`src/rtl/caterr_pkg.sv`:
```
package caterr_pkg;
  localparam int unsigned CATERR_PULSE_DEF = 16;
  localparam int unsigned CATERR_SYNC_DEF  = 2;

  typedef struct packed {
    logic pulse;
    logic hold;
  } caterr_drive_t;
endpackage

```
`src/rtl/caterr_pulse_timer.sv`:
```
module caterr_pulse_timer #(
  parameter int unsigned PULSE_CYCLES = 16
) (
  input  logic clk,
  input  logic rst,
  input  logic clr,
  input  logic load,
  output logic active
);
  localparam int unsigned CNT_W = $clog2(PULSE_CYCLES + 1);
  localparam logic [CNT_W-1:0] CNT_FULL = CNT_W'(PULSE_CYCLES);

  logic [CNT_W-1:0] cnt;

  always_ff @(posedge clk) begin
    if (rst || clr)       cnt <= '0;
    else if (load)        cnt <= CNT_FULL;
    else if (cnt != '0)   cnt <= cnt - 1'b1;
  end

  assign active = (cnt != '0);

  AST_CNT_BOUND: assert property (@(posedge clk) disable iff (rst)
    cnt <= CNT_FULL);
  AST_CNT_STEPS: assert property (@(posedge clk) disable iff (rst)
    (active && !load && !clr) |=> (cnt == $past(cnt) - 1'b1));
endmodule

```
`src/rtl/caterr_hold_latch.sv`:
```
module caterr_hold_latch (
  input  logic clk,
  input  logic rst,
  input  logic clr,
  input  logic set,
  output logic held
);
  always_ff @(posedge clk) begin
    if (rst || clr) held <= 1'b0;
    else if (set)   held <= 1'b1;
  end

  AST_HOLD_KEEPS: assert property (@(posedge clk) disable iff (rst)
    (held && !clr) |=> held);
endmodule

```
`src/rtl/caterr_ext_detect.sv`:
```
module caterr_ext_detect #(
  parameter int unsigned SYNC_STAGES = 2
) (
  input  logic clk,
  input  logic rst,
  input  logic pwr_good,
  input  logic pin_in,
  input  logic self_pull,
  output logic req
);
  logic [SYNC_STAGES-1:0] pin_sync;
  logic [SYNC_STAGES-1:0] pull_dly;
  logic                   ext_prev;
  logic                   ext_low;

  always_ff @(posedge clk) begin
    if (rst) begin
      pin_sync <= '1;
      pull_dly <= '0;
    end else begin
      pin_sync <= {pin_sync[SYNC_STAGES-2:0], pin_in};
      pull_dly <= {pull_dly[SYNC_STAGES-2:0], self_pull};
    end
  end

  assign ext_low = pwr_good && !pin_sync[SYNC_STAGES-1] && !pull_dly[SYNC_STAGES-1];

  always_ff @(posedge clk) begin
    if (rst) begin
      ext_prev <= 1'b0;
      req      <= 1'b0;
    end else begin
      ext_prev <= ext_low;
      req      <= ext_low && !ext_prev;
    end
  end

  AST_REQ_SINGLE: assert property (@(posedge clk) disable iff (rst)
    req |=> !req);
  AST_REQ_NEEDS_PG: assert property (@(posedge clk) disable iff (rst)
    req |-> $past(pwr_good));
endmodule

```
`src/rtl/caterr_signaller.sv`:
```
module caterr_signaller
  import caterr_pkg::*;
#(
  parameter int unsigned PULSE_CYCLES = CATERR_PULSE_DEF,
  parameter int unsigned SYNC_STAGES  = CATERR_SYNC_DEF
) (
  input  logic clk,
  input  logic rst,
  input  logic pwr_good,
  input  logic warm_rst,
  input  logic cold_rst,
  input  logic mce_evt,
  input  logic ierr_evt,
  input  logic pin_in,
  output logic pin_pull,
  output logic mce_req
);
  caterr_drive_t drv;
  logic          clr_all;

  assign clr_all = !pwr_good || warm_rst || cold_rst;

  caterr_pulse_timer #(.PULSE_CYCLES(PULSE_CYCLES)) u_timer (
    .clk    (clk),
    .rst    (rst),
    .clr    (clr_all),
    .load   (mce_evt),
    .active (drv.pulse)
  );

  caterr_hold_latch u_hold (
    .clk  (clk),
    .rst  (rst),
    .clr  (clr_all),
    .set  (ierr_evt),
    .held (drv.hold)
  );

  // Output decoded from registers only; the pad pulls low when set.
  assign pin_pull = drv.pulse | drv.hold;

  caterr_ext_detect #(.SYNC_STAGES(SYNC_STAGES)) u_detect (
    .clk       (clk),
    .rst       (rst),
    .pwr_good  (pwr_good),
    .pin_in    (pin_in),
    .self_pull (pin_pull),
    .req       (mce_req)
  );

  AST_MCE_PULLS: assert property (@(posedge clk) disable iff (rst)
    (mce_evt && !clr_all) |=> pin_pull);
  AST_IERR_PULLS: assert property (@(posedge clk) disable iff (rst)
    (ierr_evt && !clr_all) |=> (pin_pull && drv.hold));
  AST_CLR_RELEASES: assert property (@(posedge clk) disable iff (rst)
    (warm_rst || cold_rst) |=> !pin_pull);
  AST_PG_RELEASES: assert property (@(posedge clk) disable iff (rst)
    !pwr_good |=> (!pin_pull && !mce_req));
endmodule

```
`config.mk`:
```
export PLATFORM = sky130hd
export DESIGN_NAME = caterr_signaller
export DESIGN_NICKNAME = d
export VERILOG_FILES = /design/src/rtl/caterr_pkg.sv /design/src/rtl/caterr_pulse_timer.sv /design/src/rtl/caterr_hold_latch.sv /design/src/rtl/caterr_ext_detect.sv /design/src/rtl/caterr_signaller.sv
export SDC_FILE = /design/constraint.sdc
export NUM_CORES = 1
export LEC_CHECK = 0
export BUFFER_PORTS_ARGS = -buffer_cell sky130_fd_sc_hd__buf_2
export CORE_AREA = 2 2 39 41
export DETAILED_ROUTE_END_ITERATION = 8
export DIE_AREA = 0 0 41 43
export PLACE_DENSITY = 0.54
export RECOVER_POWER = 25
export SLEW_MARGIN = 20
export SYNTH_ARGS = -nofsm -noshare
export SYNTH_HDL_FRONTEND = slang
export SYNTH_SLANG_ARGS = --single-unit
```
`constraint.sdc`:
```
create_clock -name clk -period 2 [get_ports clk]
set_input_delay 0.3 -clock clk [delete_from_list [all_inputs] [get_ports clk]]
set_output_delay 0.3 -clock clk [all_outputs]
set_load 0.005 [all_outputs]
```
# Yosys cells after proc, flatten, opt, wreduce, memory -nomap -nowiden
# Cells that the tools add are included.
[word_totals]
regBits = 12
latchBits = 0
n_memories = 0
mem_bits_ro = 0
output_inout_bits = 2
wordCells = 24
inputBits = 8
ram_bits = 0
[op_classes]
add_sub_neg = 1
magnitude_cmp = 0
reduce_logical = 13
mul = 0
muxes = 2
shifts = 0
div = 0
bitwise = 1
eq_ne = 0
[ops]
columns = ["op", "count"]
rows = [
  ["2-to-1 mux 5 bit", 2],
  ["nonzero test 5 bit", 1],
  ["subtractor 5 x 1 -> 5 bit (second input constant)", 1],
  ["logical NOT 1 bit", 4],
  ["logical AND 1 bit", 3],
  ["logical OR 1 bit", 3],
  ["nonzero test 2 bit", 1],
  ["OR reduction 2 bit", 1],
  ["bitwise OR 1 bit", 1],
]

# Logic depth before layout (Yosys ltp)
[logic_depth]
depth_word = 5
depth_mapped = 5
mapped_depth_nobuf = 5

# Modules after synthesis
# Synthesis repeated with hierarchy kept, for this count alone.
[unflattened]
hier_cells = 41
hier_area_um2 = 447.9
[modules_own_cells]
columns = ["mod", "cells_each", "area_each_um2", "seq_area_each_um2", "instances"]
rows = [
  ["caterr_pulse_timer", 24, 225.2, 100.1, 1],
  ["caterr_ext_detect", 12, 173.9, 120.1, 1],
  ["caterr_hold_latch", 3, 33.8, 20.0, 1],
  ["caterr_signaller", 2, 15.0, 0.0, 1],
]

# Worst setup path before layout
# No wires, ideal clock.
[synth_timing]
path_kind = "flip-flop to flip-flop"
from = "register u_timer.cnt[0]"
to = "register u_timer.cnt[1]"
setup_slack_ps = 695
path_buffers = 0
setup_ps = 79
path_stages_with_launch = 5
arrival_ps = 1226
required_ps = 1921
period_less_slack_ps = 1305
cell_sequence = "dfxtp_1 -> inv_1 -> ha_1 -> or4b_4 -> a211oi_2"
[synth_via]
elab_chain_len = 1
elab_cells_between_ends = 2
cone_classes = "add/sub: 1; reduce/logical: 1"
[synth_lines]
columns = ["item", "line_no", "rtl"]
rows = [
  ["start: declaration", "caterr_pulse_timer.sv:13", "logic [CNT_W-1:0] cnt;"],
  ["start signal: assignment", "caterr_pulse_timer.sv:18", "else if (cnt != '0) cnt <= cnt - 1'b1;"],
  ["subtractor 5 x 1 -> 5 bit or nonzero test 5 bit (tied branches)", "caterr_pulse_timer.sv:18", ""],
]
# Several ways; a longest one is shown, not always the timed one.
# A chain may end at the register's enable or synchronous reset.

# Final worst setup path
[layout_timing]
from = "register u_timer.cnt[0]"
to = "output port pin_pull"
[layout_via]
elab_chain_len = 2
[layout_lines]
columns = ["item", "line_no", "rtl"]
rows = [
  ["nonzero test 5 bit", "caterr_pulse_timer.sv:21", "assign active = (cnt != '0);"],
  ["bitwise OR 1 bit", "caterr_signaller.sv:40", "assign pin_pull = drv.pulse | drv.hold;"],
  ["end: declaration", "caterr_signaller.sv:15", "output logic pin_pull,"],
]
# No other way between the ends.

==> results.ini <==
[place]
portBuffers = 9
dp_hpwl_um = 546
gp_congestion = 0.858
dp_slack_ns = 0.492

[detailed_routing]
drc = 0
drtIter0Drc = 3
viasPerCell = 4.60
drt_wl_total_um = 696
post_drt_wl_per_cell_um = 9.94
vias = 322
drt_first_pass_iters = 2
postRouteAntennaNets = 0

[yosys]
yosysWarnings = 0
syn_nets = 50
netlist_area_um2 = 449
synthCells = 41
yosysSeqAreaShare_pct = 53.5
ys_ff_latch = 12
synth_cell_type_count = 18
syn_area_per_cell_um2 = 11.0

[sta]
maxSlewViolCount = 0
max_slew.worst_pin.slew_ns = 0.392
setup_violations = 0
slew-limit-headroom_pct = 73.8
holdWs_ns = 0.207
setup_tns_ns = 0
finalClockSkew_ns = 0.00396
max_freq_ghz = 0.556
fin_crit_ns = 1.80
grt_setup_unrepaired = no
period_share_pct = 89.9
hold_viol_final = 0
layout_setup_ws_ns = 0.203

[layout]
drive_gt1_share_pct = 35.2
diodes = 0
layout_commonest_cell = dfxtp_1
mostFrequentLayoutCells = dfxtp_1 (12), buf_2 (8), nor3_1 (5)
nNetsFinal = 64
syn2layout_area_growth_pct = 22.3
utilization_pct = 39.7
num-fill-cells = 144
seqCellArea_um2 = 240
multiInputGateArea_um2 = 201

[clock_tree]
clock-sinks = 12
postCtsSetupRepairBufs = 0
cts.clk_slew.worst_paths_ns = 0.08
cts_resized = 0
ctsLongestPathBuffers = 2
root_buffer = clkbuf_4
tritoncts = yes
hold_buffers = 0
cts_buffers = 3
clk_latency_ns = 0.27
ctsHtreeMaxLevel = 1

[global_route]
overflow = 0
grt_start_max_net_pins = 8
grt.total_usage_pct = 11.4
grt_pass1_vias = 307
antenna_found_initial = 0
grt_pass1_wl_um = 1270

[setup_path]
cp-start-kind = register
path_class = register to output port
critPathBufInv = 2
path_delay_family = simple AND/OR/NAND/NOR gates
end_kind = output port
required_ns = 1.70
critPathMaxFanout = 4
path_cells = inv_1 > ha_1 > nor4b_2 > nand2b_1 > buf_2
critPathMaxStageDelay_ns = 0.37
cp.arrival_ns = 1.50
cpMaxStageDelayCell = nor4b_2

[pwr]
finalPower_mw = 0.456
power.switching_mw = 0.0912
clockPowerShare_pct = 41.8
pwr-share-comb_pct = 4.7
p_leak_nw = 0.228
p_int_mw = 0.365
pwr-share-seq_pct = 53.5
ir_drop_uv = 403
pwr_density_cell_mw_per_mm2 = 831
switching_share_pct = 20.0

[die]
die_x_um = 41
initial_core_util_pct = 32.5
fp.dieH_um = 43
dieArea_mm2 = 0.00176
io_pins = 10
rows = 14
core-area_mm2 = 0.00138

[min_path]
hold_path_class = input port to register

[flow_run]
drv.max_cap_violation_count = 0

[run_status]
status = complete, no violations

==> metal layers <==
metal	part of all wire, %	GRT usage (%)	routed length (um)	vias up
met1	50	14.7	350	138
li1	-	-	-	174
met3	5.3	4.71	37	2
met5	0	0	0	-
met2	43	13.8	297	8
met4	1.6	10.0	11	0
==> power by group through the flow <==
stage	sequential [mW]	clock, mW	combinational [mW]
floorplan	0.250	0	0.0105
global route	0.245	0.212	0.0244
global placement	0.250	0	0.0218
detailed placement	0.250	0	0.0222
CTS	0.244	0.200	0.0222
finish	0.244	0.191	0.0216
==> logic make-up after synthesis <==
family | Yosys count | synth area share (%)
and+or+nand+nor | 22 | 34.3
AOI/OAI and AO/OA | 2 | 3.90
adders and majority gates | 1 | 2.79
buffers and inverters | 2 | 1.67
xor gates and xnor gates | 2 | 3.90
DFF | 12 | 53.5
==> Yosys cell counts, drive strengths merged <==
cell type  number  area [um^2]
dfxtp          12          240
nor3            5         25.0
nor2            4         15.0
nor4            3         18.8
inv             2         7.51
nand2b          2         20.0
or2             2         12.5
xnor2           2         17.5
a211oi          1         12.5
a21oi           1         5.00
and2b           1         7.51
ha              1         12.5
nor2b           1         6.26
nor4b           1         15.0
or3b            1         8.76
or4             1         11.3
or4b            1         13.8
==> worst paths after layout <==
| check | to | cells after the start | slack, ns | from |
|---|---|---|---|---|
| max | pin_pull | 5 | 0.20 | u_timer.cnt[0]$_SDFFE_PP0P_ |
| min | u_detect.pin_sync[0]$_SDFF_PP1_ | 2 | 0.21 | pin_in |
| max reg2reg | u_timer.cnt[1]$_SDFFE_PP0P_ | 4 | 0.63 | u_timer.cnt[0]$_SDFFE_PP0P_ |
| min reg2reg | u_detect.req$_SDFF_PP0_ | 1 | 0.40 | u_detect.ext_prev$_SDFF_PP0_ |
==> area by class of cell <==
cell class / instances / share of cell area, %
Inverter: 2 / 1.37
Clock buffer: 4 / 6.61
Multi-Input combinational cell: 27 / 36.7
Tap cell: 16 / 3.64
Timing Repair Buffer: 9 / 7.97
Sequential cell: 12 / 43.7
==> registers in the layout, summed over array words and instances (netlist names) <==
register / cells
u_detect.pin_sync: 2
u_hold.held: 1
u_timer.cnt: 5
u_detect.pull_dly: 2
u_detect.req: 1
u_detect.ext_prev: 1
==> through the flow <==
| step | cells | instance area, um^2 |
|---|---|---|
| 2_1_floorplan | 41 | 449 |
| 3_3_place_gp | 66 | 514 |
| 3_5_place_dp | 66 | 514 |
| 4_1_cts | 70 | 551 |
| 5_1_grt | 70 | 549 |
| 6_report | 70 | 549 |
Power figures use the tool's default switching activity.
